==> src/rtl/iwb_pkg.sv <==
package iwb_pkg;

  typedef enum logic [2:0] {
    TGT_NONE  = 3'd0,
    TGT_CHA   = 3'd1,
    TGT_CHB   = 3'd2,
    TGT_SQ    = 3'd3,
    TGT_LOW   = 3'd4,
    TGT_HIGH  = 3'd5
  } tgt_e;

  localparam logic [7:0] SEL_CHA  = 8'h00;
  localparam logic [7:0] SEL_CHB  = 8'h01;
  localparam logic [7:0] SEL_SQ   = 8'h02;
  localparam logic [7:0] SEL_LOW  = 8'h04;
  localparam logic [7:0] SEL_HIGH = 8'h06;

  // Map a stored selector code onto a target.
  function automatic tgt_e sel_to_tgt(input logic [7:0] sel);
    case (sel)
      SEL_CHA:  return TGT_CHA;
      SEL_CHB:  return TGT_CHB;
      SEL_SQ:   return TGT_SQ;
      SEL_LOW:  return TGT_LOW;
      SEL_HIGH: return TGT_HIGH;
      default:  return TGT_NONE;
    endcase
  endfunction

  // Selector that host software uses for a logical signalling register.
  function automatic logic [7:0] bank_sel_for(input logic [7:0] loff);
    return (loff > 8'h2F) ? SEL_HIGH : SEL_LOW;
  endfunction

endpackage

==> src/rtl/iwb_decode.sv <==
module iwb_decode
  import iwb_pkg::*;
#(
  parameter int OFF_W = 4
) (
  input  logic             acc,
  input  logic             win,
  input  logic [7:0]       sel,
  input  logic [OFF_W-1:0] off,
  output tgt_e             tgt,
  output logic             loc_ok
);

  always_comb begin
    tgt    = TGT_NONE;
    loc_ok = 1'b0;
    if (acc && win) begin
      tgt = sel_to_tgt(sel);
      case (tgt)
        TGT_CHA, TGT_CHB: loc_ok = (off == OFF_W'(0)) || (off == OFF_W'(4));
        TGT_SQ:           loc_ok = (off == OFF_W'(0));
        TGT_LOW, TGT_HIGH: loc_ok = 1'b1;
        default:          loc_ok = 1'b0;
      endcase
    end
  end

endmodule

==> src/rtl/iwb_stubs.sv <==
module iwb_chan_stub #(
  parameter int DW = 32
) (
  input  logic          clk,
  input  logic          rst_n,
  input  logic          wr_port,
  input  logic          wr_ctl,
  input  logic [DW-1:0] din,
  output logic [DW-1:0] port_q,
  output logic [DW-1:0] ctl_q
);
  always_ff @(posedge clk or negedge rst_n) begin
    if (!rst_n) begin
      port_q <= '0;
      ctl_q  <= '0;
    end else begin
      if (wr_port) port_q <= din;
      if (wr_ctl)  ctl_q  <= din;
    end
  end
endmodule

module iwb_byte_queue #(
  parameter int DEPTH = 8,
  localparam int PW = $clog2(DEPTH)
) (
  input  logic          clk,
  input  logic          rst_n,
  input  logic          push,
  input  logic          pop,
  input  logic [7:0]    din,
  output logic [7:0]    dout,
  output logic [PW-1:0] rptr
);
  logic [7:0]    mem [DEPTH];
  logic [PW-1:0] wptr;

  always_ff @(posedge clk or negedge rst_n) begin
    if (!rst_n) begin
      for (int i = 0; i < DEPTH; i++) mem[i] <= '0;
      wptr <= '0;
      rptr <= '0;
    end else begin
      if (push) begin
        mem[wptr] <= din;
        wptr      <= wptr + 1'b1;
      end
      if (pop) rptr <= rptr + 1'b1;
    end
  end

  assign dout = mem[rptr];
endmodule

module iwb_byte_bank #(
  parameter int N = 16,
  localparam int AW = $clog2(N)
) (
  input  logic          clk,
  input  logic          rst_n,
  input  logic          we,
  input  logic [AW-1:0] addr,
  input  logic [7:0]    din,
  output logic [7:0]    dout
);
  logic [7:0] regs [N];

  always_ff @(posedge clk or negedge rst_n) begin
    if (!rst_n) begin
      for (int i = 0; i < N; i++) regs[i] <= '0;
    end else if (we) begin
      regs[addr] <= din;
    end
  end

  assign dout = regs[addr];
endmodule

==> src/rtl/idx_window_bridge.sv <==
module idx_window_bridge
  import iwb_pkg::*;
#(
  parameter int ADDR_W   = 5,
  parameter int DATA_W   = 32,
  parameter int IDX_OFF  = 4,
  parameter int WIN_BASE = 16,
  parameter int WIN_BYTES = 16,
  parameter int SQ_DEPTH = 8
) (
  input  logic              clk,
  input  logic              rst_n,
  input  logic              host_wr,
  input  logic              host_rd,
  input  logic [ADDR_W-1:0] host_addr,
  input  logic [DATA_W-1:0] host_wdata,
  output logic [DATA_W-1:0] host_rdata,
  output logic [2:0]        tgt_sel,
  output logic [$clog2(WIN_BYTES)-1:0] tgt_off
);

  localparam int OFF_W = $clog2(WIN_BYTES);
  localparam int PW    = $clog2(SQ_DEPTH);
  localparam int NCH   = 2;

  // Named internal events.
  logic             acc, idx_hit, win_hit, idx_load, loc_ok;
  logic             sq_push, sq_pop;
  logic [OFF_W-1:0] win_off;
  logic [7:0]       idx_q;
  tgt_e             tgt;
  logic [4:0]       tgt_en;
  logic [PW-1:0]    sq_rptr;
  logic [7:0]       sq_dout, low_dout, high_dout;
  logic [DATA_W-1:0] ch_port [NCH];
  logic [DATA_W-1:0] ch_ctl  [NCH];

  assign acc      = host_rd | host_wr;
  assign idx_hit  = (int'(host_addr) == IDX_OFF);
  assign win_hit  = (int'(host_addr) >= WIN_BASE) && (int'(host_addr) < WIN_BASE + WIN_BYTES);
  assign win_off  = host_addr[OFF_W-1:0];
  assign idx_load = host_wr & idx_hit;

  always_ff @(posedge clk or negedge rst_n) begin
    if (!rst_n)        idx_q <= SEL_CHA;
    else if (idx_load) idx_q <= host_wdata[7:0];
  end

  iwb_decode #(.OFF_W(OFF_W)) u_dec (
    .acc(acc), .win(win_hit), .sel(idx_q), .off(win_off),
    .tgt(tgt), .loc_ok(loc_ok)
  );

  assign tgt_sel = tgt;
  assign tgt_off = win_off;
  assign tgt_en  = {loc_ok && tgt == TGT_HIGH, loc_ok && tgt == TGT_LOW,
                    loc_ok && tgt == TGT_SQ, loc_ok && tgt == TGT_CHB,
                    loc_ok && tgt == TGT_CHA};

  generate
    for (genvar c = 0; c < NCH; c++) begin : g_ch
      iwb_chan_stub #(.DW(DATA_W)) u_ch (
        .clk(clk), .rst_n(rst_n),
        .wr_port(host_wr && tgt_en[c] && win_off == OFF_W'(0)),
        .wr_ctl (host_wr && tgt_en[c] && win_off == OFF_W'(4)),
        .din(host_wdata), .port_q(ch_port[c]), .ctl_q(ch_ctl[c])
      );
    end
  endgenerate

  assign sq_push = host_wr & tgt_en[2];
  assign sq_pop  = host_rd & tgt_en[2];

  iwb_byte_queue #(.DEPTH(SQ_DEPTH)) u_sq (
    .clk(clk), .rst_n(rst_n), .push(sq_push), .pop(sq_pop),
    .din(host_wdata[7:0]), .dout(sq_dout), .rptr(sq_rptr)
  );

  iwb_byte_bank #(.N(WIN_BYTES)) u_low (
    .clk(clk), .rst_n(rst_n), .we(host_wr & tgt_en[3]), .addr(win_off),
    .din(host_wdata[7:0]), .dout(low_dout)
  );

  iwb_byte_bank #(.N(WIN_BYTES)) u_high (
    .clk(clk), .rst_n(rst_n), .we(host_wr & tgt_en[4]), .addr(win_off),
    .din(host_wdata[7:0]), .dout(high_dout)
  );

  always_comb begin
    host_rdata = '1;
    if (idx_hit) begin
      host_rdata = DATA_W'(idx_q);
    end else if (loc_ok) begin
      case (tgt)
        TGT_CHA:  host_rdata = (win_off == OFF_W'(0)) ? ch_port[0] : ch_ctl[0];
        TGT_CHB:  host_rdata = (win_off == OFF_W'(0)) ? ch_port[1] : ch_ctl[1];
        TGT_SQ:   host_rdata = DATA_W'(sq_dout);
        TGT_LOW:  host_rdata = DATA_W'(low_dout);
        TGT_HIGH: host_rdata = DATA_W'(high_dout);
        default:  host_rdata = '1;
      endcase
    end
  end

endmodule

==> config.mk <==
export PLATFORM = sky130hd
export DESIGN_NAME = idx_window_bridge
export DESIGN_NICKNAME = d
export VERILOG_FILES = /design/src/rtl/iwb_pkg.sv /design/src/rtl/iwb_decode.sv /design/src/rtl/iwb_stubs.sv /design/src/rtl/idx_window_bridge.sv
export SDC_FILE = /design/constraint.sdc
export NUM_CORES = 1
export LEC_CHECK = 0
export BUFFER_PORTS_ARGS = -buffer_cell sky130_fd_sc_hd__buf_2
export CORE_UTILIZATION = 43
export CTS_CLUSTER_SIZE = 8
export DETAILED_ROUTE_END_ITERATION = 12
export PLACE_DENSITY = 0.59
export SKIP_CTS_REPAIR_TIMING = 1
export SLEW_MARGIN = 20
export SYNTH_ARGS = -nofsm -noshare
export SYNTH_HDL_FRONTEND = slang
export SYNTH_SLANG_ARGS = --single-unit
==> constraint.sdc <==
create_clock -name clk -period 5.1 [get_ports clk]
set_input_delay 0.255 -clock clk [delete_from_list [all_inputs] [get_ports clk]]
set_output_delay 0.255 -clock clk [all_outputs]
set_load 0.02 [all_outputs]
==> impl_metrics.tcl, run 1 <==
set metrics [dict create \
    port_buffers 79 \
    holdCritPathClass "in2reg" \
    clk_pin_slew_worst_paths_ps 50 \
    fillers 4210 \
    insertedDiodeCount 0 \
    mostFrequentLayoutCells "482 x mux2_2, 462 x dfrtp_1, 136 x nand2_1" \
    synthFlopType "dfrtp_1" \
    htreeDepth 3 \
    grt.overflow.total 0 \
    clkLatencyLatePin_ps 580 \
    drive_above_1_share 0.476 \
    powerDensity_mw_per_mm2 334 \
    cpPeakStageDelay_ps 620 \
    cp_max_fo 18 \
    synthMuxAreaShare 0.351 \
    drt_first_pass_iters 5 \
    fin_ws_ps 1190 \
    slew_violations 0 \
    hpwlAfterDp_microns 31300 \
    synth-xor-area-share 0.00203 \
    area_growth_pct 14.1 \
    min_to "u_sq.rptr[0]" \
    ff2ff_path_depth 6 \
    nNetsFinal 1661 \
    synth-seq-cells 462 \
    vias_per_cell 5.72 \
    grt_max_degree 132 \
    first_iter_violations 816 \
    numCtsBuffers 68 \
    die-width_microns 226 \
    first_global_vias 13600 \
    clkSinkCount 462 \
    synthAdderAreaFrac 0.00116 \
    finalPower_w 0.00821 \
    place_ws_ps 1570 \
    r2r_setup_slack_ps 1590 \
    synth_top_area_frac 0.537 \
    vias 13100 \
    hold_start "host_rd" \
    post-route-drc-count 0 \
    relSlewSlack 0.308 \
    fin_area_sq_mm 0.0246 \
    netlist_instances 1541 \
    dpl.cell_count 2187 \
    coreArea_sq_mm 0.0492 \
    start_util 0.438 \
    num_rows 81 \
    synth_edf_count 0 \
    critPathArrivalTime_ps 3660 \
    fmax_ghz 0.256 \
    dpl-instance-area_sq_mm 0.0225 \
    synth.avg_cell_area_sq_um 14.0 \
    yosys_warnings 0 \
    post_drt_wl_per_cell_microns 23.0 \
    yosysTopAreaCell "dfrtp_1" \
    antenna_found_initial 0 \
    io_pins 80 \
    ys_types 42 \
    cp_slowest_cell "nand2_1" \
    status "finished clean" \
    r2r-end "u_sq.mem[60]" \
    synthSimpleGateAreaFrac 0.0620 \
    rsz0062_at_grt "no" \
    cts-root-buf "clkbuf_16" \
    path_cells "or4_4 -> nor4_4 -> nand2_1 -> buf_4 -> o221ai_1 -> o32a_1 -> buf_2" \
    whs_path_depth 3 \
    crit_type "reg2out" \
    fp.dieH_microns 226 \
    setup.worst_path.start "idx_q[7]" \
    synthArstFlopShare 1.00 \
    syn-num-nets 1584 \
    min_period_ps 3910 \
    synth_top_family_by_area "multiplexers" \
    dieArea_sq_mm 0.0510 \
    grt_usage 0.215 \
    routed_wl_microns 52600 \
    synthTopCellsByArea "dfrtp_1 54%, mux2_2 25%, mux4_2 8.4%" \
    setup_viol 0 \
    layout_commonest_cell "mux2_2" \
    cp_data_required_time_ps 4850 \
    finalCritPeriodShare 0.767 \
    worstSetupStartpointType "flop" \
    synth_compound_area_frac 0.0241 \
    syn-cell-area_sq_mm 0.0215 \
    setup_tns_ps 0 \
    route.antenna.remaining_nets 0 \
    final_cell_count_no_fill 2287 \
    p_leak_nw 11.4 \
    grt_pass1_wl_microns 82800 \
    peakVddDrop_mv 0.243 \
    place_congestion 0.874 \
    fin_skew_ps 15.6 \
    worst_slew_pin_slew_ps 1040 \
    ctsLongestPathBuffers 3 \
    ys_seq_area_frac 0.537 \
    cp-end-kind "output pin" \
    r2r-start "idx_q[7]" \
    drv_cap 0 \
    cts_tree "built" \
    hold_viol_final 0 \
]
Yosys cell counts, types with 5 or more instances:
| cell | instances |
|---|---|
| mux2i_1 | 24 |
| o32a_1 | 8 |
| nand3_1 | 8 |
| xnor2_1 | 5 |
| o221ai_1 | 8 |
| a32oi_1 | 7 |
| mux2_1 | 7 |
| buf_1 | 11 |
| nor3_2 | 13 |
| mux4_2 | 80 |
| clkbuf_1 | 74 |
| a21oi_1 | 57 |
| buf_2 | 28 |
| nor3_1 | 28 |
| mux2_2 | 482 |
| nor2_1 | 45 |
| nand2_1 | 136 |
| nor2_2 | 14 |
| nor2b_1 | 5 |
| dfrtp_1 | 462 |
registers in the layout, indices dropped and copies added (netlist names):
| register | flops |
|---|---|
| u_low.regs | 128 |
| g_ch.u_ch.port_q | 64 |
| g_ch.u_ch.ctl_q | 64 |
| u_sq.mem | 64 |
| u_high.regs | 128 |
| idx_q | 8 |
| u_sq.wptr | 3 |
| u_sq.rptr | 3 |
worst max-delay path by stage:
stage                    end  slack (ps)  cells after the start
6_report       host_rdata[5]        1190                      7
5_1_grt        host_rdata[6]        1070                      7
4_1_cts        host_rdata[6]        1180                      7
3_5_place_dp    u_sq.mem[61]        1570                      6
3_3_place_gp   host_rdata[0]        1600                      8
2_1_floorplan  host_rdata[7]        2430                      6
layout make-up:
class / count / area [sq um] / share of cell area
multi-input cells: 960 / 9510 / 0.387
repair buffers: 124 / 848 / 0.0345
inverters: 2 / 7.51 / 0.000306
clock buffers: 72 / 1780 / 0.0725
flip-flops and latches: 462 / 11600 / 0.471
well taps: 664 / 831 / 0.0338
clock inverters: 3 / 22.5 / 0.000917
stage by stage:
step                 util  hold slack, ps
floorplan               -           -40.6
global placement    0.458             438
detailed placement  0.458             438
CTS                 0.495            -180
global route        0.500            42.5
finish              0.500            38.6
report_power, final:
part,switching (W),leakage (nW),internal [W],total [W]
Combinational,0.000327,4.05,0.000171,0.000498
Sequential,0.0000430,6.44,0.00373,0.00377
Clock,0.00151,0.889,0.00243,0.00394
cell families (layout without fill, tap and decap cells):
| group | after synthesis | after routing |
|---|---|---|
| mux | 593 | 593 |
| xor+xnor | 5 | 5 |
| compound gates | 83 | 83 |
| simple gates | 277 | 277 |
| flops | 462 | 462 |
| buf+inv | 119 | 201 |
| fa+ha+maj | 2 | 2 |
per-layer routing:
layer  wire length [microns]  track usage
met1                   24500        0.305
met2                   24600        0.331
met3                    2170       0.0419
met4                    1320       0.0700
met5                       0            0
worst max-delay path: cells and delay by family (launching register included):
family	cells	cell delay, ps
buf+inv	2	670
simple gates	3	1440
compound gates	2	570
flops	1	390
Power figures use the tool's default switching activity.
==> inputs of run 2 (changes only) <==
==> constraint.sdc (replaced) <==
create_clock -name clk -period 3.9 [get_ports clk]
set_input_delay 0.195 -clock clk [delete_from_list [all_inputs] [get_ports clk]]
set_output_delay 0.195 -clock clk [all_outputs]
set_load 0.02 [all_outputs]
==> run 2 against run 1 <==
Clock power up 31%. Highest routed layer is now met5. Flip-flop and latch count unchanged. Utilization up 0.38 points. Critical path depth up 1. Hold slack better by 18 ps. Die area unchanged. Clock skew up 5.0 ps. Non-clock buffer count up 16. Combinational power up 31%. Routed wire length down 1.7%.
==> impl_metrics.tcl, run 2 (synthesis gave the netlist of run 1 again) <==
set metrics [dict create \
    min_period_ps 3660 \
    place_congestion 0.860 \
    crit_type "reg2out" \
    insertedDiodeCount 0 \
    clkSinkCount 462 \
    fp.dieH_microns 226 \
    antenna_found_initial 1 \
    p_leak_nw 11.5 \
    grt_usage 0.212 \
    post_drt_wl_per_cell_microns 22.4 \
    r2r-start "idx_q[7]" \
    first_global_vias 13600 \
    slew_violations 0 \
    min_to "u_sq.wptr[2]" \
    whs_path_depth 3 \
    wl_met3_microns 1790 \
    grt.overflow.total 0 \
    cp-end-kind "output pin" \
    routed_wl_microns 51700 \
    worst_slew_pin_slew_ps 1010 \
    hold_start "host_wr" \
    cp_data_required_time_ps 3700 \
    vias_per_cell 5.65 \
    numCtsBuffers 67 \
    critPathArrivalTime_ps 3460 \
    drive_above_1_share 0.481 \
    num_rows 81 \
    htreeDepth 3 \
    drv_cap 0 \
    clk_pin_slew_worst_paths_ps 50 \
    first_iter_violations 827 \
    coreArea_sq_mm 0.0492 \
    start_util 0.438 \
    setup_viol 0 \
    holdCritPathClass "in2reg" \
    nNetsFinal 1676 \
    vias 13000 \
    reg_top3 "u_high.regs x128, u_low.regs x128" \
    ff2ff_path_depth 6 \
    r2r_setup_slack_ps 670 \
    cpPeakStageDelay_ps 570 \
    met2_length_microns 24800 \
    drt-met1-wl_microns 23800 \
    clkLatencyLatePin_ps 590 \
    route.antenna.remaining_nets 0 \
    cp_slowest_cell "or4_4" \
    peakVddDrop_mv 0.311 \
    port_buffers 79 \
    die-width_microns 226 \
    mostFrequentLayoutCells "482 x mux2_2, 462 x dfrtp_1, 136 x nand2_1" \
    grt_pass1_wl_microns 82200 \
    rsz0062_at_grt "no" \
    cp_max_fo 12 \
    worstSetupStartpointType "flop" \
    finalCritPeriodShare 0.938 \
    status "finished clean" \
    io_pins 80 \
    cts_tree "built" \
    setup_tns_ps 0 \
    path_cells "or4_4 -> nor4_4 -> and3_1 -> buf_4 -> nand2_1 -> a32oi_1 -> o32a_1 -> buf_2" \
    grt_max_degree 112 \
    topRoutingLayerUsed "met5" \
    fin_skew_ps 20.7 \
    drt_first_pass_iters 4 \
    post-route-drc-count 0 \
    cp.depth 8 \
    fillers 4176 \
    hold_viol_final 0 \
    relSlewSlack 0.327 \
    ctsLongestPathBuffers 3 \
    critPathBufInv 2 \
    layout_commonest_cell "mux2_2" \
    crit_family "simple AND/OR/NAND/NOR gates" \
    powerDensity_mw_per_mm2 435 \
    final_cell_count_no_fill 2303 \
    r2r-end "u_sq.mem[24]" \
    area_growth_pct 15.0 \
    cts-root-buf "clkbuf_16" \
    dieArea_sq_mm 0.0510 \
    fmax_ghz 0.273 \
    hpwlAfterDp_microns 31800 \
    dpl.cell_count 2202 \
]
==> run 2: changes by cell type in the layout (fill, tap and decap cells not counted), sizes merged <==
cell	before	now
dlygate4sd3	25	26
clkbuf	72	71
clkinv	3	2
inv	2	4
buf	99	114
==> run 2: routing by layer <==
layer,vias to the layer above,track usage
met3,87,0.0366
met5,-,0
met2,260,0.335
met1,6905,0.296
li1,5760,-
met4,2,0.0698
==> run 2: area by class of cell <==
cell class                 instances  area (sq um)  area share
clock buffer                      71          1770      0.0713
clock inverter                     4          53.8     0.00217
inverter                           2          7.51    0.000303
multi-input combinational        960          9510       0.384
sequential                       462         11600       0.467
tap                              664           831      0.0336
timing repair buffer             140          1020      0.0413
==> run 2: how the worst max path moves through the flow <==
stage	startpoint	to	slack [ps]
final	idx_q[7]	host_rdata[1]	240
after global routing	idx_q[7]	host_rdata[6]	200
after CTS	idx_q[7]	host_rdata[1]	260
after detailed placement	idx_q[7]	u_sq.mem[24]	620
after global placement	host_addr[0]	host_rdata[2]	700
after floorplan	u_sq.rptr[0]	host_rdata[7]	1290
==> run 2: metrics by stage <==
stage          hold slack, ps  cell area [sq um]  setup slack, ps  power, W   util
3_5_place_dp              323              22700              621   0.00565  0.461
6_report                 56.3              24700              241    0.0108  0.503
4_1_cts                  -310              24500              261    0.0109  0.498
3_3_place_gp              311              22700              698   0.00564  0.461
2_1_floorplan            -101              21500             1290   0.00535      -
5_1_grt                  75.9              24700              202    0.0112  0.503
==> run 2: report_power, final <==
group	internal, W	switching (W)	total (W)
logic	0.000231	0.000422	0.000653
registers	0.00488	0.0000550	0.00493
clock network	0.00317	0.00200	0.00517
total	0.00828	0.00248	0.0108
==> run 2: tightest hold or removal path, delay by kind of cell <==
kind	cells	cell delay [ps]
buffers and inverters	1	210
AND/OR/NAND/NOR	1	130
XOR/XNOR	1	70
==> inputs of run 3 (changes only) <==
--- a/config.mk
+++ b/config.mk
@@ -10,6 +10,7 @@
 export CTS_CLUSTER_SIZE = 8
 export DETAILED_ROUTE_END_ITERATION = 12
 export PLACE_DENSITY = 0.59
+export RECOVER_POWER = 100
 export SKIP_CTS_REPAIR_TIMING = 1
 export SLEW_MARGIN = 20
 export SYNTH_ARGS = -nofsm -noshare
==> run 3 against run 2 <==
The flow now finishes with violations (capacitance limit, slew limit). Utilization down 0.47 points. First-iteration DRC count up 6.2%. Cell count unchanged. Total power down 0.14%. Non-clock buffer count unchanged. Sequential share of layout area up 0.44 points. Hold slack worse by 7.3 ps. Global-route usage unchanged. Critical endpoint is now host_rdata[6]. Largest power group unchanged.
==> impl_metrics.tcl, run 3 (synthesis gave the netlist of run 1 again) <==
set metrics [dict create \
    post_drt_wl_per_cell_microns 22.5 \
    dpl-instance-area_sq_mm 0.0227 \
    worstSetupStartpointType "flop" \
    place_congestion 0.860 \
    critPathArrivalTime_ps 3530 \
    cp_slowest_cell "or4_1" \
    clk_pin_slew_worst_paths_ps 50 \
    status "finished with violations" \
    mostFrequentLayoutCells "480 x mux2_2, 462 x dfrtp_1, 137 x nand2_1" \
    r2r-start "idx_q[7]" \
    routed_wl_microns 51800 \
    cts-root-buf "clkbuf_16" \
    port_buffers 79 \
    grt_usage 0.212 \
    drv_cap 2 \
    ctsLongestPathBuffers 3 \
    post-route-drc-count 0 \
    antenna_found_initial 1 \
    setup_viol 0 \
    crit_type "reg2out" \
    drive_above_1_share 0.442 \
    drt_first_pass_iters 5 \
    cp_data_required_time_ps 3700 \
    num_rows 81 \
    hpwlAfterDp_microns 31800 \
    nNetsFinal 1676 \
    grt_max_degree 112 \
    setup.worst_path.start "idx_q[7]" \
    fin_skew_ps 21.2 \
    coreArea_sq_mm 0.0492 \
    place_ws_ps 621 \
    first_iter_violations 878 \
    holdCritPathClass "in2reg" \
    first_global_vias 13600 \
    die-width_microns 226 \
    finalPower_w 0.0107 \
    fillers 4240 \
    worst_slew_pin_slew_ps 2710 \
    rsz0062_at_grt "no" \
    fp.dieH_microns 226 \
    vias 13000 \
    layout_commonest_cell "mux2_2" \
    fin_area_sq_mm 0.0245 \
    cts_tree "built" \
    grt_pass1_wl_microns 82200 \
    clkLatencyLatePin_ps 590 \
    p_leak_nw 11.3 \
    io_pins 80 \
    violations "capacitance limit, slew limit" \
    setup_tns_ps 0 \
    hold_start "host_wr" \
    slew_violations 126 \
    cpPeakStageDelay_ps 610 \
    fmax_ghz 0.268 \
    seqCellArea_sq_mm 0.0116 \
    peakVddDrop_mv 0.310 \
    min_period_ps 3730 \
    reg_top3 "u_high.regs x128, u_low.regs x128" \
    path_cells "or4_1 -> nor4_4 -> and3_1 -> buf_4 -> nand2_1 -> a32oi_1 -> o32a_1 -> clkbuf_1" \
    grt.overflow.total 0 \
    relSlewSlack -0.803 \
    fin_ws_ps 173 \
    clkSinkCount 462 \
    cp-end-kind "output pin" \
    cp_max_fo 12 \
    htreeDepth 3 \
    numCtsBuffers 67 \
    hold_viol_final 0 \
    multi_input_area_sq_mm 0.00938 \
    dieArea_sq_mm 0.0510 \
    powerDensity_mw_per_mm2 438 \
    start_util 0.438 \
    route.antenna.remaining_nets 0 \
    finalCritPeriodShare 0.956 \
    insertedDiodeCount 0 \
    vias_per_cell 5.64 \
    area_growth_pct 13.9 \
]
-- run 3: cell types whose count changed in the layout (fill, tap and decap cells not counted), sizes merged --
cell	previous run	this run
clkbuf	71	112
buf	114	73
-- run 3: path summary, 6_finish.rpt --
kind | endpoint | slack, ps | cells past startpoint
hold reg to reg | g_ch[1].u_ch.port_q[18] | 480 | 1
setup / recovery | host_rdata[6] | 170 | 8
hold / removal | u_sq.wptr[2] | 50 | 3
setup reg to reg | u_sq.mem[52] | 370 | 6
max in group asynchronous | u_high.regs[18] | 770 | 3
min in group asynchronous | u_low.regs[21] | 1010 | 2
-- run 3: layer usage --
metal  track usage  vias up  share of wire
met5             0        -        0.00025
met2         0.335      241           0.48
met1         0.296     6903           0.46
li1              -     5757              -
met4        0.0698        2          0.025
met3        0.0366       87          0.033
-- run 3: cell type report --
type,count,share of cell area
inverter,2,0.000306
clock buffer,71,0.0720
timing repair buffer,140,0.0377
multi-input combinational,960,0.382
sequential,462,0.472
tap,664,0.0339
clock inverter,4,0.00219
-- run 3: power breakdown --
| part | switching, W | internal (W) |
|---|---|---|
| clock network | 0.00200 | 0.00317 |
| logic | 0.000417 | 0.000222 |
| registers | 0.0000538 | 0.00488 |
-- run 3: worst max-delay path: cells and delay by family (launching register included) --
kind                   cells  cell delay (ps)
and+or+nand+nor            4             1420
buffers and inverters      2              510
DFF                        1              390
AOI/OAI and AO/OA          2              620
-- run 3: per-stage QoR --
step,hold WS [ps],utilization,instances
2_1_floorplan,-101,-,1541
3_3_place_gp,311,0.461,2202
3_5_place_dp,323,0.461,2202
4_1_cts,-310,0.498,2277
5_1_grt,75.9,0.499,2303
6_report,49.0,0.499,2303
